===== src/rtl/pbw_pkg.sv =====
package pbw_pkg;
  localparam int unsigned PBW_SEL_W     = 3;
  localparam int unsigned PBW_MIN_SHIFT = 3;
  localparam int unsigned PBW_N_MODS    = 8;

  typedef enum logic {
    ST_RUN   = 1'b0,
    ST_FLUSH = 1'b1
  } pbw_state_e;
endpackage


===== src/rtl/pbw_cfg.sv =====
module pbw_cfg #(
  parameter int unsigned SEL_W     = 3,
  parameter int unsigned MIN_SHIFT = 3,
  parameter int unsigned CNT_W     = 10,
  parameter bit          RST_EN    = 1'b1,
  parameter int unsigned RST_SEL   = 7
) (
  input  logic             clk,
  input  logic             rst,
  input  logic             we,
  input  logic [SEL_W:0]   wdata,
  output logic [SEL_W:0]   rdata,
  output logic             ena,
  output logic [CNT_W-1:0] lim_m1
);
  localparam int unsigned LIM_W = CNT_W + 1;

  logic             en_q;
  logic [SEL_W-1:0] sel_q;
  logic [LIM_W-1:0] lim_full;

  always_ff @(posedge clk) begin
    if (rst) begin
      en_q  <= RST_EN;
      sel_q <= SEL_W'(RST_SEL);
    end else if (we) begin
      en_q  <= wdata[SEL_W];
      sel_q <= wdata[SEL_W-1:0];
    end
  end

  // limit = 2^(MIN_SHIFT + sel); compare value is limit - 1
  always_comb begin
    lim_full = LIM_W'(1) << (MIN_SHIFT + 32'(sel_q));
    lim_m1   = CNT_W'(lim_full - LIM_W'(1));
  end

  assign ena   = en_q;
  assign rdata = {en_q, sel_q};
endmodule


===== src/rtl/pbw_count.sv =====
module pbw_count #(
  parameter int unsigned N_MODS = 8,
  parameter int unsigned CNT_W  = 10
) (
  input  logic              clk,
  input  logic              rst,
  input  logic [N_MODS-1:0] mod_en,
  input  logic              xfr_wait,
  input  logic              blank,
  input  logic              ena,
  input  logic [CNT_W-1:0]  lim_m1,
  output logic              hit
);
  localparam logic [CNT_W-1:0] CNT_MAX = '1;

  logic             any_en;
  logic             stalled;
  logic [CNT_W-1:0] cnt_q;

  assign any_en  = |mod_en;
  assign stalled = any_en & xfr_wait & ~blank;

  // Timeout when still waiting in the limit-th cycle; >= tolerates a
  // limit lowered in the middle of a transfer.
  always_comb hit = ena & stalled & (cnt_q >= lim_m1);

  always_ff @(posedge clk) begin
    if (rst) begin
      cnt_q <= '0;
    end else if (!stalled || hit) begin
      cnt_q <= '0;
    end else if (cnt_q != CNT_MAX) begin
      cnt_q <= cnt_q + CNT_W'(1);
    end
  end
endmodule


===== src/rtl/pbw_resp.sv =====
module pbw_resp
  import pbw_pkg::*;
(
  input  logic clk,
  input  logic rst,
  input  logic hit,
  output logic blank,
  output logic force_done,
  output logic bus_err
);
  pbw_state_e state_q;

  always_ff @(posedge clk) begin
    if (rst) begin
      state_q    <= ST_RUN;
      force_done <= 1'b0;
      bus_err    <= 1'b0;
    end else begin
      force_done <= hit;
      bus_err    <= hit;
      state_q    <= hit ? ST_FLUSH : ST_RUN;
    end
  end

  assign blank = (state_q == ST_FLUSH);
endmodule


===== src/rtl/pbus_watchdog.sv =====
module pbus_watchdog
  import pbw_pkg::*;
#(
  parameter int unsigned N_MODS    = PBW_N_MODS,
  parameter int unsigned SEL_W     = PBW_SEL_W,
  parameter int unsigned MIN_SHIFT = PBW_MIN_SHIFT,
  parameter bit          RST_EN    = 1'b1,
  parameter int unsigned RST_SEL   = 7
) (
  input  logic              clk,
  input  logic              rst,
  input  logic [N_MODS-1:0] mod_en,
  input  logic              xfr_wait,
  input  logic              cfg_we,
  input  logic [SEL_W:0]    cfg_wdata,
  output logic [SEL_W:0]    cfg_rdata,
  output logic              force_done,
  output logic              bus_err
);
  localparam int unsigned CNT_W = MIN_SHIFT + (1 << SEL_W) - 1;

  logic             ena;
  logic [CNT_W-1:0] lim_m1;
  logic             hit;
  logic             blank;

  pbw_cfg #(
    .SEL_W(SEL_W), .MIN_SHIFT(MIN_SHIFT), .CNT_W(CNT_W),
    .RST_EN(RST_EN), .RST_SEL(RST_SEL)
  ) u_cfg (
    .clk(clk), .rst(rst), .we(cfg_we), .wdata(cfg_wdata),
    .rdata(cfg_rdata), .ena(ena), .lim_m1(lim_m1)
  );

  pbw_count #(.N_MODS(N_MODS), .CNT_W(CNT_W)) u_cnt (
    .clk(clk), .rst(rst), .mod_en(mod_en), .xfr_wait(xfr_wait),
    .blank(blank), .ena(ena), .lim_m1(lim_m1), .hit(hit)
  );

  pbw_resp u_resp (
    .clk(clk), .rst(rst), .hit(hit), .blank(blank),
    .force_done(force_done), .bus_err(bus_err)
  );
endmodule


===== config.mk =====
export PLATFORM = sky130hd
export DESIGN_NAME = pbus_watchdog
export DESIGN_NICKNAME = d
export VERILOG_FILES = /design/src/rtl/pbw_pkg.sv /design/src/rtl/pbw_cfg.sv /design/src/rtl/pbw_count.sv /design/src/rtl/pbw_resp.sv /design/src/rtl/pbus_watchdog.sv
export SDC_FILE = /design/constraint.sdc
export NUM_CORES = 1
export LEC_CHECK = 0
export CELL_PAD_IN_SITES_DETAIL_PLACEMENT = 1
export CELL_PAD_IN_SITES_GLOBAL_PLACEMENT = 1
export CORE_ASPECT_RATIO = 0.5
export CORE_MARGIN = 2
export CORE_UTILIZATION = 32
export CTS_CLUSTER_SIZE = 10
export DETAILED_ROUTE_END_ITERATION = 8
export PLACE_DENSITY_LB_ADDON = 0.15
export SLEW_MARGIN = 20
export SYNTH_ARGS = -nofsm -noshare
export SYNTH_HDL_FRONTEND = slang
export SYNTH_SLANG_ARGS = --single-unit
export TNS_END_PERCENT = 50

===== constraint.sdc =====
create_clock -name clk -period 5.08 [get_ports clk]
set_input_delay 1.016 -clock clk [delete_from_list [all_inputs] [get_ports clk]]
set_output_delay 1.016 -clock clk [all_outputs]
set_load 0.03 [all_outputs]

==> metrics.txt, run 1 <==
P_int 196 µW; met2 Resource Use GR 0.213; Seq/Total Area, Yosys 0.315; post-route setup TNS 0 ns; die height 42.6 µm; Final WS setup 2.64 ns; GRT Max-Usage Layer met2; Sequential Area 300 µm²; fin cells 164; Vias per Instance 5.24; fin. max-slew vios 0; Combinational Power Share 0.138; status finished, final reports clean; DRC Markers 0; RR Endpoint u_cnt.cnt_q[8]$_SDFFE_PP0P_; largest net degree at the start of global routing 11; Setup WS pre-CTS 2.58 ns; first-pass detailed-route iteration total 4; hpwl dp 1.83 mm; antenna violations before repair 0; fillers around 330; CTS tree yes; critical path's top delay family buffers and inverters; crit path buf inv count 1; Avg Inst Size Synth roughly 9 µm²; # Post-CTS Setup Buffers 0; unrepaired setup endpoints after global routing false; share of cells above drive strength 1 0.0945; leading area contributor after synthesis dfxtp_1; M1 GR Usage 0.173; total CTS buffers 3; Critical Path Sink Type output port; max incr delay on CP 0.72 ns; die area approximately 0.0035 mm²; CP Class flop to output port; final hold vios 0; total global-route track usage 0.136; clock network fraction of total power 0.378; Switching Fraction 0.241; Cells after DPL 160; Max Cap Viol 0; global-route wire length before repair around 3.6 mm; Clock Tree Root clkbuf_8; vias in the first global route around 820; GRT Residual Overflow 0; final setup vio count 0; Seq pwr share 0.484; worst vdd ir 0.0866 mV; Multi-input gate area 619 µm²; final wirelength 2.25 mm; Final min period ~2.4 ns; final period utilization 0.481; Worst Hold End u_cfg.ena$_SDFFE_PP1P_; R2R Path Start u_cfg.sel_q[2]$_SDFFE_PP1P_; Sink Count 15; port bufs 21; yosys warns 0; synthesized cell area 953 µm²; synth unique cells 35; skew final 0.00174 ns; Area growth syn-to-layout 29.7%; Routed Antenna Nets 0; DR WL/cell approximately 14 µm; WHS Path Cells 2; maximum buffer depth of the clock tree 2; Power, Total 258 µW; core box area around 0.0027 mm²; Initial Util 0.351; Hold Path Class flop to flop; Syn Nets 131; hold path start u_cfg.ena$_SDFFE_PP1P_; ant diodes 0; clock-pin slew on the worst setup and hold paths 0.06 ns; R2R cell count 6; hold_buf cts 0; critical path arrival 1.43 ns; Worst setup SP type flop; clk_lat worst skew about 0.25 ns; total number of vias roughly 860; grt met3 use 0.0603; worst-path maximum fanout 8; top cells by area, synth dfxtp_1, ha_1, mux2i_1, nand2_1, nor2_1; GPL Wtd Cong 0.719; Fmax around 400 MHz; area share of the largest cell type after synthesis 0.315; fin area 0.00124 mm²; Static Leak 0.000473 µW; Layout Nets 154; Pwr per Cell Area 209 mW/mm²; CP max stage cell clkdlybuf4s50_1; H-tree depth 1; CP Cell Sequence clkdlybuf4s50_1; flop2flop setup slack 3.15 ns; Detailed Route Iter0 Violations 11; net switching power 62.1 µW; Top Ports 22; Site Rows 13; DP Area about 0.0012 mm²; CP required 4.06 ns; WP depth 1; #FFs+latches synth 15; Post-CTS Resized 0; Post-Syn Instances 105; DIE WIDTH between 80 and 90 µm
[how the worst max path moves through the flow]
stage	startpoint	endpoint	slack [ns]
2_1_floorplan	mod_en[1]	u_cnt.cnt_q[0]$_SDFFE_PP0P_	3.14
3_3_place_gp	mod_en[3]	u_cnt.cnt_q[8]$_SDFFE_PP0P_	2.58
3_5_place_dp	mod_en[1]	u_cnt.cnt_q[8]$_SDFFE_PP0P_	2.58
4_1_cts	u_cfg.sel_q[2]$_SDFFE_PP1P_	cfg_rdata[2]	2.63
5_1_grt	u_cfg.sel_q[2]$_SDFFE_PP1P_	cfg_rdata[2]	2.56
6_report	u_cfg.sel_q[2]$_SDFFE_PP1P_	cfg_rdata[2]	2.64
[cell families (layout without fill, tap and decap cells)]
logic type                 after synthesis  in the layout  share of synthesized area
other                                    1              1                    0.00393
AOI/OAI and AO/OA                       19             19                      0.168
muxes                                    6              6                     0.0630
buffers and inverters                    7             29                     0.0354
DFF                                     15             15                      0.315
adders and majority gates               10             10                      0.131
xor gates and xnor gates                 3              3                     0.0276
and+or+nand+nor                         44             44                      0.256
[worst reg2reg max path, stage by stage (launching register included)]
cell	delay (ns)
dfxtp_1	0.46
o21ai_0	0.17
ha_1	0.32
a21oi_1	0.15
a2bb2oi_1	0.33
nand4_4	0.24
a211oi_2	0.19
[metrics by stage]
step	utilization	hold WS, ns
final	0.455	0.561
after global routing	0.455	0.602
after CTS	0.455	0.572
after detailed placement	0.439	0.553
after global placement	0.439	0.540
after floorplan	-	0.487
[cell usage after synthesis]
cell / number
mux2i_1: 6
and2_1: 1
and3_1: 1
dfxtp_1: 15
nand4_1: 3
a2bb2oi_1: 1
o31ai_1: 1
nand3_4: 1
and3_2: 1
nand3_1: 4
conb_1: 1
a21oi_2: 1
buf_4: 2
a2111oi_4: 1
nand4_4: 1
clkbuf_1: 1
a21oi_1: 3
a211oi_1: 1
xor2_1: 3
ha_1: 10
or3_1: 2
nor2_1: 10
o311ai_1: 1
nor3_1: 3
nor4_1: 3
o211ai_1: 1
a211oi_2: 1
o21ai_0: 5
o31ai_2: 1
nor3_2: 1
a21o_1: 1
inv_1: 4
nand2_1: 12
or3_2: 1
a2111o_1: 1
[layer usage]
| layer | routed length [µm] | up-vias |
|---|---|---|
| li1 | - | 427 |
| met1 | 1060 | 400 |
| met2 | 932 | 28 |
| met3 | 240 | 4 |
| met4 | 18 | 0 |
| met5 | 0 | - |
[cell type report]
type,instances,share of cell area
Timing Repair Buffer,21,0.170
Inverter,4,0.0121
Tap cell,37,0.0374
Sequential cell,15,0.243
Multi-Input combinational cell,83,0.501
Clock buffer,4,0.0364
[registers in the layout (all words and copies together) (netlist names)]
signal,flops
u_cfg.sel_q,3
u_cfg.ena,1
u_resp.blank,1
u_cnt.cnt_q,10
[cells in the final DEF, fill, tap and decap left out, drive strengths merged]
cell type	n
or3	3
o311ai	1
xor2	3
a2bb2oi	1
nand2	12
a211oi	2
and3	2
o21ai	5
and2	1
ha	10
dfxtp	15
o31ai	2
conb	1
mux2i	6
clkdlybuf4s50	21
nor4	3
a2111oi	1
nor2	10
a21o	1
clkbuf	4
nand3	5
nand4	4
a21oi	4
nor3	4
inv	4
o211ai	1
a2111o	1
[power by group through the flow]
stage	clock network, µW	registers, µW	logic, µW
2_1_floorplan	0	129	15.0
3_3_place_gp	0	127	34.9
3_5_place_dp	0	128	35.9
4_1_cts	101	125	36.1
5_1_grt	106	126	39.1
6_report	97.6	125	35.6
Note: power is estimated with default switching activity, not from simulation.
==> run 2, diff against run 1 <==
==> constraint.sdc (replaced) <==
create_clock -name clk -period 2.1 [get_ports clk]
set_input_delay 0.42 -clock clk [delete_from_list [all_inputs] [get_ports clk]]
set_output_delay 0.42 -clock clk [all_outputs]
set_load 0.03 [all_outputs]
==> results of run 2 <==
The final DEF is identical to that of run 1. Status: finished, final reports clean.
Main changes from that run: setup slack after placement 2.58 ns -> 0.146 ns; setup slack after layout 2.64 ns -> 0.171 ns; end point of the critical path cfg_rdata[2] -> u_cnt.cnt_q[8]$_SDFFE_PP0P_; register-to-register setup slack 3.15 ns -> 0.17 ns; total power 258 µW -> 625 µW; worst IR drop on VDD 0.0866 mV -> 0.209 mV
